--- src/rtl/busfault_pkg.sv ---
package busfault_pkg;
  localparam int TW_DEF = 16;
  localparam int CW_DEF = 16;
  localparam int NRUN   = 3;
  localparam int NCNT   = 2;

  typedef enum logic { ST_IDLE, ST_XFER } xst_t;

  typedef struct packed {
    logic pre;
    logic post;
    logic swap;
  } xsum_t;
endpackage

--- src/rtl/mon_runlen.sv ---
module mon_runlen #(
  parameter int TW = 16
) (
  input  logic          clk,
  input  logic          rst,
  input  logic          cond,
  input  logic [TW-1:0] lim,
  output logic [TW-1:0] cnt,
  output logic          hit
);
  localparam logic [TW-1:0] MAXV = '1;

  always_ff @(posedge clk) begin
    if (rst || !cond) cnt <= '0;
    else if (cnt != MAXV) cnt <= cnt + 1'b1;
  end

  // this sample completes a run of at least lim
  always_comb hit = cond && (({1'b0, cnt} + 1'b1) >= {1'b0, lim});
endmodule

--- src/rtl/mon_satcnt.sv ---
module mon_satcnt #(
  parameter int CW = 16
) (
  input  logic          clk,
  input  logic          rst,
  input  logic          clr,
  input  logic          inc,
  output logic [CW-1:0] cnt
);
  localparam logic [CW-1:0] MAXV = '1;

  always_ff @(posedge clk) begin
    if (rst)                      cnt <= '0;
    else if (clr)                 cnt <= inc ? CW'(1) : '0;
    else if (inc && cnt != MAXV)  cnt <= cnt + 1'b1;
  end

  p_monotone_r11: assert property (@(posedge clk) disable iff (rst)
    !clr |=> cnt >= $past(cnt));
  p_hold_max_r11: assert property (@(posedge clk) disable iff (rst)
    (cnt == MAXV && !clr) |=> cnt == MAXV);
  p_clr_wins_r10: assert property (@(posedge clk) disable iff (rst)
    clr |=> cnt <= CW'(1));
endmodule

--- src/rtl/mon_xfer.sv ---
module mon_xfer
  import busfault_pkg::*;
#(
  parameter int TW = 16
) (
  input  logic          clk,
  input  logic          rst,
  input  logic          lvl,
  input  logic          rest,
  input  logic [TW-1:0] rest_cnt,
  input  logic          end_hit,
  input  logic [TW-1:0] slow_lim,
  input  logic [TW-1:0] dip_lim,
  input  logic [TW-1:0] post_lim,
  output logic          slow_ev,
  output logic          dip_ev,
  output logic          end_swap,
  output logic          sum_vld,
  output xsum_t         sum
);
  localparam logic [TW-1:0] MAXV = '1;

  xst_t          st;
  logic          pre_q;
  logic          last_lvl;
  logic [TW-1:0] hi_run;
  logic          gap_end;
  logic          fin;

  always_comb begin
    gap_end  = (st == ST_XFER) && !rest && (rest_cnt != '0);
    slow_ev  = gap_end && (rest_cnt > slow_lim) && (rest_cnt <= dip_lim);
    dip_ev   = gap_end && (rest_cnt > dip_lim);
    fin      = (st == ST_XFER) && rest && end_hit;
    end_swap = fin && !last_lvl;
  end

  always_ff @(posedge clk) begin
    if (rst) begin
      st       <= ST_IDLE;
      pre_q    <= 1'b0;
      last_lvl <= 1'b0;
      hi_run   <= '0;
      sum_vld  <= 1'b0;
      sum      <= '0;
    end else begin
      sum_vld <= 1'b0;
      if (st == ST_IDLE) begin
        if (!rest) begin
          st       <= ST_XFER;
          pre_q    <= lvl;
          last_lvl <= lvl;
          hi_run   <= lvl ? TW'(1) : '0;
        end
      end else if (!rest) begin
        last_lvl <= lvl;
        if (!lvl)               hi_run <= '0;
        else if (hi_run != MAXV) hi_run <= hi_run + 1'b1;
      end else if (fin) begin
        st       <= ST_IDLE;
        sum_vld  <= 1'b1;
        sum.pre  <= pre_q;
        sum.post <= (hi_run >= post_lim);
        sum.swap <= !last_lvl;
      end
    end
  end

  p_one_shot_r2: assert property (@(posedge clk) disable iff (rst)
    sum_vld |=> !sum_vld);
  p_end_idle_r2: assert property (@(posedge clk) disable iff (rst)
    sum_vld |-> st == ST_IDLE);
  p_ev_excl_r6: assert property (@(posedge clk) disable iff (rst)
    !(slow_ev && dip_ev));
endmodule

--- src/rtl/busfault_mon.sv ---
module busfault_mon
  import busfault_pkg::*;
#(
  parameter int TW = TW_DEF,
  parameter int CW = CW_DEF
) (
  input  logic          clk,
  input  logic          rst,
  input  logic          clr,
  input  logic          bus_lvl,
  input  logic          bus_rest,
  input  logic          rx_expect,
  input  logic [TW-1:0] slow_lim,
  input  logic [TW-1:0] dip_lim,
  input  logic [TW-1:0] end_lim,
  input  logic [TW-1:0] post_lim,
  input  logic [TW-1:0] norest_lim,
  input  logic [TW-1:0] lowsw_lim,
  output logic          sum_vld,
  output logic          sum_pre,
  output logic          sum_post,
  output logic          sum_swap,
  output logic          flg_swap,
  output logic          flg_norest,
  output logic          flg_lowsw,
  output logic [CW-1:0] slow_cnt,
  output logic [CW-1:0] dip_cnt
);
  // run watchers: 0 rest, 1 driven, 2 expected-but-undriven
  logic [NRUN-1:0] rl_cond;
  logic [TW-1:0]   rl_lim [NRUN];
  logic [TW-1:0]   rl_cnt [NRUN];
  logic [NRUN-1:0] rl_hit;

  always_comb begin
    rl_cond[0] = bus_rest;
    rl_cond[1] = !bus_rest;
    rl_cond[2] = bus_rest && rx_expect;
    rl_lim[0]  = end_lim;
    rl_lim[1]  = norest_lim;
    rl_lim[2]  = lowsw_lim;
  end

  for (genvar i = 0; i < NRUN; i++) begin : g_run
    mon_runlen #(.TW(TW)) u_run (
      .clk (clk), .rst (rst), .cond (rl_cond[i]), .lim (rl_lim[i]),
      .cnt (rl_cnt[i]), .hit (rl_hit[i])
    );
  end

  logic  slow_ev, dip_ev, end_swap;
  xsum_t sum;

  mon_xfer #(.TW(TW)) u_xfer (
    .clk (clk), .rst (rst), .lvl (bus_lvl), .rest (bus_rest),
    .rest_cnt (rl_cnt[0]), .end_hit (rl_hit[0]),
    .slow_lim (slow_lim), .dip_lim (dip_lim), .post_lim (post_lim),
    .slow_ev (slow_ev), .dip_ev (dip_ev), .end_swap (end_swap),
    .sum_vld (sum_vld), .sum (sum)
  );

  always_comb begin
    sum_pre  = sum.pre;
    sum_post = sum.post;
    sum_swap = sum.swap;
  end

  // event counters: 0 slow edges, 1 dips
  logic [NCNT-1:0] ev;
  logic [CW-1:0]   ev_cnt [NCNT];

  always_comb ev = {dip_ev, slow_ev};

  for (genvar j = 0; j < NCNT; j++) begin : g_cnt
    mon_satcnt #(.CW(CW)) u_cnt (
      .clk (clk), .rst (rst), .clr (clr), .inc (ev[j]), .cnt (ev_cnt[j])
    );
  end

  always_comb begin
    slow_cnt = ev_cnt[0];
    dip_cnt  = ev_cnt[1];
  end

  // sticky flags: a set in the clearing cycle survives
  always_ff @(posedge clk) begin
    if (rst) begin
      flg_swap   <= 1'b0;
      flg_norest <= 1'b0;
      flg_lowsw  <= 1'b0;
    end else begin
      flg_swap   <= (flg_swap   && !clr) || end_swap;
      flg_norest <= (flg_norest && !clr) || rl_hit[1];
      flg_lowsw  <= (flg_lowsw  && !clr) || rl_hit[2];
    end
  end

  p_sticky_r10: assert property (@(posedge clk) disable iff (rst)
    !clr |=> ($past(flg_swap) -> flg_swap) && ($past(flg_norest) -> flg_norest)
             && ($past(flg_lowsw) -> flg_lowsw));
  p_swap_sum_r5: assert property (@(posedge clk) disable iff (rst)
    (sum_vld && sum_swap) |-> flg_swap);
  p_lowsw_need_r9: assert property (@(posedge clk) disable iff (rst)
    $rose(flg_lowsw) |-> $past(bus_rest && rx_expect));
  p_norest_need_r8: assert property (@(posedge clk) disable iff (rst)
    $rose(flg_norest) |-> $past(!bus_rest));
endmodule

--- config.mk ---
export PLATFORM = sky130hd
export DESIGN_NAME = busfault_mon
export DESIGN_NICKNAME = d
export VERILOG_FILES = /design/src/rtl/busfault_pkg.sv /design/src/rtl/mon_runlen.sv /design/src/rtl/mon_satcnt.sv /design/src/rtl/mon_xfer.sv /design/src/rtl/busfault_mon.sv
export SDC_FILE = /design/constraint.sdc
export NUM_CORES = 1
export LEC_CHECK = 0
export CAP_MARGIN = 15
export CORE_MARGIN = 3
export CORE_UTILIZATION = 35
export CTS_CLUSTER_DIAMETER = 120
export DETAILED_ROUTE_END_ITERATION = 10
export HOLD_SLACK_MARGIN = 0.03
export SYNTH_ARGS = -nofsm -noshare
export SYNTH_HDL_FRONTEND = slang
export SYNTH_HIERARCHICAL = 1
export SYNTH_SLANG_ARGS = --single-unit
--- constraint.sdc ---
create_clock -name clk -period 9.5 [get_ports clk]
set_clock_uncertainty 0.2 [all_clocks]
set_input_delay 1.9 -clock clk [delete_from_list [all_inputs] [get_ports clk]]
set_output_delay 1.9 -clock clk [all_outputs]
set_load 0.01 [all_outputs]
==> out/metrics.yaml <==
critical_path:
  endpoint_kind: "flip-flop"
  cp-start-kind: "primary input"
  worstPathRequired_ns: 9.59
  path_cells: "clkdlybuf4s50_1 -> inv_1 -> ha_1 -> nand4_1 -> nor4_1 -> nor3_1 -> o31a_1 -> nor3_1 -> nand2_1 -> or3_1 -> or4_1 -> a21oi_1"
  cp_max_fo: 7
  reg2reg_from: "g_run[0].u_run/cnt[2]$_SDFFE_PP0P_"
  path_class: "primary input to flip-flop"
  cpPeakStageDelay_ns: 0.53
  critPathLaunch: "dip_lim[14]"
  worstPathArrival_ns: 5.36
  crit_buf_inv: 2
  critPathMostFrequentCell: "nor3_1"
  cp_top_family: "simple AND/OR/NAND/NOR gates"
  slowest_stage: "nor3_1"
layout:
  final_nets: 1282
  fillers: 2209
  drive_gt1_frac: 0.0481
  syn2layout_area_growth_pct: 24.7
  diodes: 0
  instances_no_fill: 1361
clocking:
  numCtsBuffers: 9
  post_cts_resize_count: 0
  cts-root-buf: "clkbuf_16"
  h-tree-depth: 3
  postCtsSetupBuffers: 0
  cts_tree: "built"
  cts_sinks: 106
  postCtsHoldBufs: 0
  clk_latency_ns: 0.35
  clk_pin_slew_worst_paths_ns: 0.08
  clock_path_buffers: 2
timing:
  holdWs_ns: 0.272
  rsz0062_at_grt: "false"
  fmax_mhz: 190
  fin_tns_setup_ns: 0
  period_minus_slack_ns: 5.28
  slew_viol_final: 0
  max-slew-margin-rel: 0.369
  worst_pin_slew_ns: 0.943
  final-hold-violation-count: 0
  fin_crit_sh: 0.555
  setup_viol: 0
die:
  io_pins: 141
  die_h_um: 156
  start_util: 0.358
  fp.dieW_um: 156
  fp.dieArea_um2: 24200
  core_area_um2: 21900
  rows: 54
yosys:
  yosys-top-cells-count: "inv_1, dfxtp_1, ha_1"
  synthMostInstantiatedCell: "inv_1"
  syn_nets: 1156
  synth_area_um2: 7830
  synth_cell_types: 65
  yosys_warnings: 6
  synth-seq-cells: 106
  synthTopCellsByArea: "dfxtp_1, ha_1, inv_1, a21oi_1, nand3_1"
  ys_seq_area_frac: 0.271
  synth_top_area_share: 0.271
  async_reset_ff_frac: 0
  yosysTopAreaCell: "dfxtp_1"
  avgSynthCellArea_um2: 8.23
  synth_edf_count: 0
  synthCells: 952
  ys.flop_type: "dfxtp_1"
run:
  cap_viol_max_count: 0
power_and_ir_drop:
  power.leakage_nw: 4.46
  irDropWorstVdd_mv: 0.0644
  power_density_nw_per_um2: 97.1
detailed_routing:
  wl_um: 19100
  wl_met2_um: 8470
  ant_nets: 0
  first_pass_iters: 4
  first_iter_violations: 361
  wl_per_cell_um: 14.1
  via_count: 6979
  viasPerCell: 5.13
  wl_met1_um: 9590
  top_layer_used: "met4"
  drc: 0
  met3WireLength_um: 838
run_status:
  outcome: "finished, final reports clean"
place:
  io_buffer_count: 140
  dp_hpwl_um: 14900
  place_inst: 1347
  gp_congestion: 0.840
grt:
  grt_pass1_wl_um: 31800
  grt_overflow: 0
  grt_usage: 0.157
  grt_pass1_vias: 6543
  antenna_found_initial: 0
  grt_max_degree: 26
min_path:
  hp-class: "flip-flop to flip-flop"
  hold_start: "flg_norest$_SDFF_PP0_"
[per-layer routing]
layer / vias to the layer above / track usage
li1: 3641 / -
met1: 3185 / 0.222
met2: 136 / 0.251
met3: 17 / 0.0269
met4: 0 / 0.0338
met5: - / 0
[cell usage in the layout (no fill, tap or decap), drive strengths merged, types with 5 or more instances in the layout]
cell type	netlist	layout
or2	6	6
nor2b	10	10
o31ai	15	15
o21ai	14	14
a21o	8	8
and4	18	18
clkbuf	17	10
ha	102	102
dfxtp	106	106
a2111oi	6	6
nand3	57	57
and3	7	7
a21oi	90	90
nor3	23	23
a21boi	5	5
or3	8	8
clkdlybuf4s50	0	140
a31oi	9	9
mux2i	9	9
o21bai	8	8
inv	143	144
or4	14	14
a41oi	5	5
a211oi	11	11
nand2	32	32
xnor2	29	29
xor2	27	27
nand2b	11	11
nor4	14	14
and2	13	13
nor2	54	54
nand4	31	31
[flip-flops by register name (all words and copies together), names as in the netlist, 3 cells and up]
signal and flops:
g_cnt.u_cnt/cnt 32, g_run.u_run/cnt 48, u_xfer/hi_run 16, u_xfer/sum 3
[worst min-delay path, stage by stage (launching register included)]
cell and delay (ns):
dfxtp_1 0.31, nand2b_1 0.06, a21oi_1 0.06
[final timing paths]
path / end / slack (ns) / cells past startpoint
setup / recovery: g_cnt[0].u_cnt/cnt[8]$_SDFFE_PP0P_ / 4.22 / 12
hold / removal: flg_norest$_SDFF_PP0_ / 0.27 / 2
setup reg to reg: u_xfer/sum[1]$_SDFFE_PP0P_ / 5.60 / 14
hold reg to reg: flg_norest$_SDFF_PP0_ / 0.27 / 2
[metrics by stage]
step / setup WS (ns) / power (W) / utilization / area, µm²
2_1_floorplan: 4.72 / 0.000505 / - / 7830
3_3_place_gp: 3.94 / 0.000559 / 0.432 / 9460
5_1_grt: 3.99 / 0.000990 / 0.446 / 9770
3_5_place_dp: 3.87 / 0.000560 / 0.432 / 9460
4_1_cts: 4.22 / 0.000964 / 0.446 / 9770
6_report: 4.22 / 0.000948 / 0.446 / 9770
[area by class of cell]
type,instances,area [µm²],share of cell area
Clock buffer,10,229,0.0234
Sequential cell,106,2120,0.217
Inverter,143,537,0.0550
Multi-Input combinational cell,674,5020,0.514
Timing Repair Buffer,144,1430,0.147
Clock inverter,4,76.3,0.00782
Tap cell,280,350,0.0359
[cell families after synthesis]
group                    count (synthesis)  share of synthesized area
AND/OR/NAND/NOR                        313                      0.241
AO/OA/AOI/OAI                          194                      0.162
buffers and inverters                  172                     0.0882
flip-flops                             106                      0.271
adder cells (fa/ha/maj)                102                      0.163
XOR/XNOR                                56                     0.0626
multiplexers                             9                     0.0115
[report_power, final]
group,internal [W],switching [W]
Clock,0.000230,0.000169
Combinational,0.0000578,0.0000422
Sequential,0.000446,0.00000347
Power figures use the tool's default switching activity.
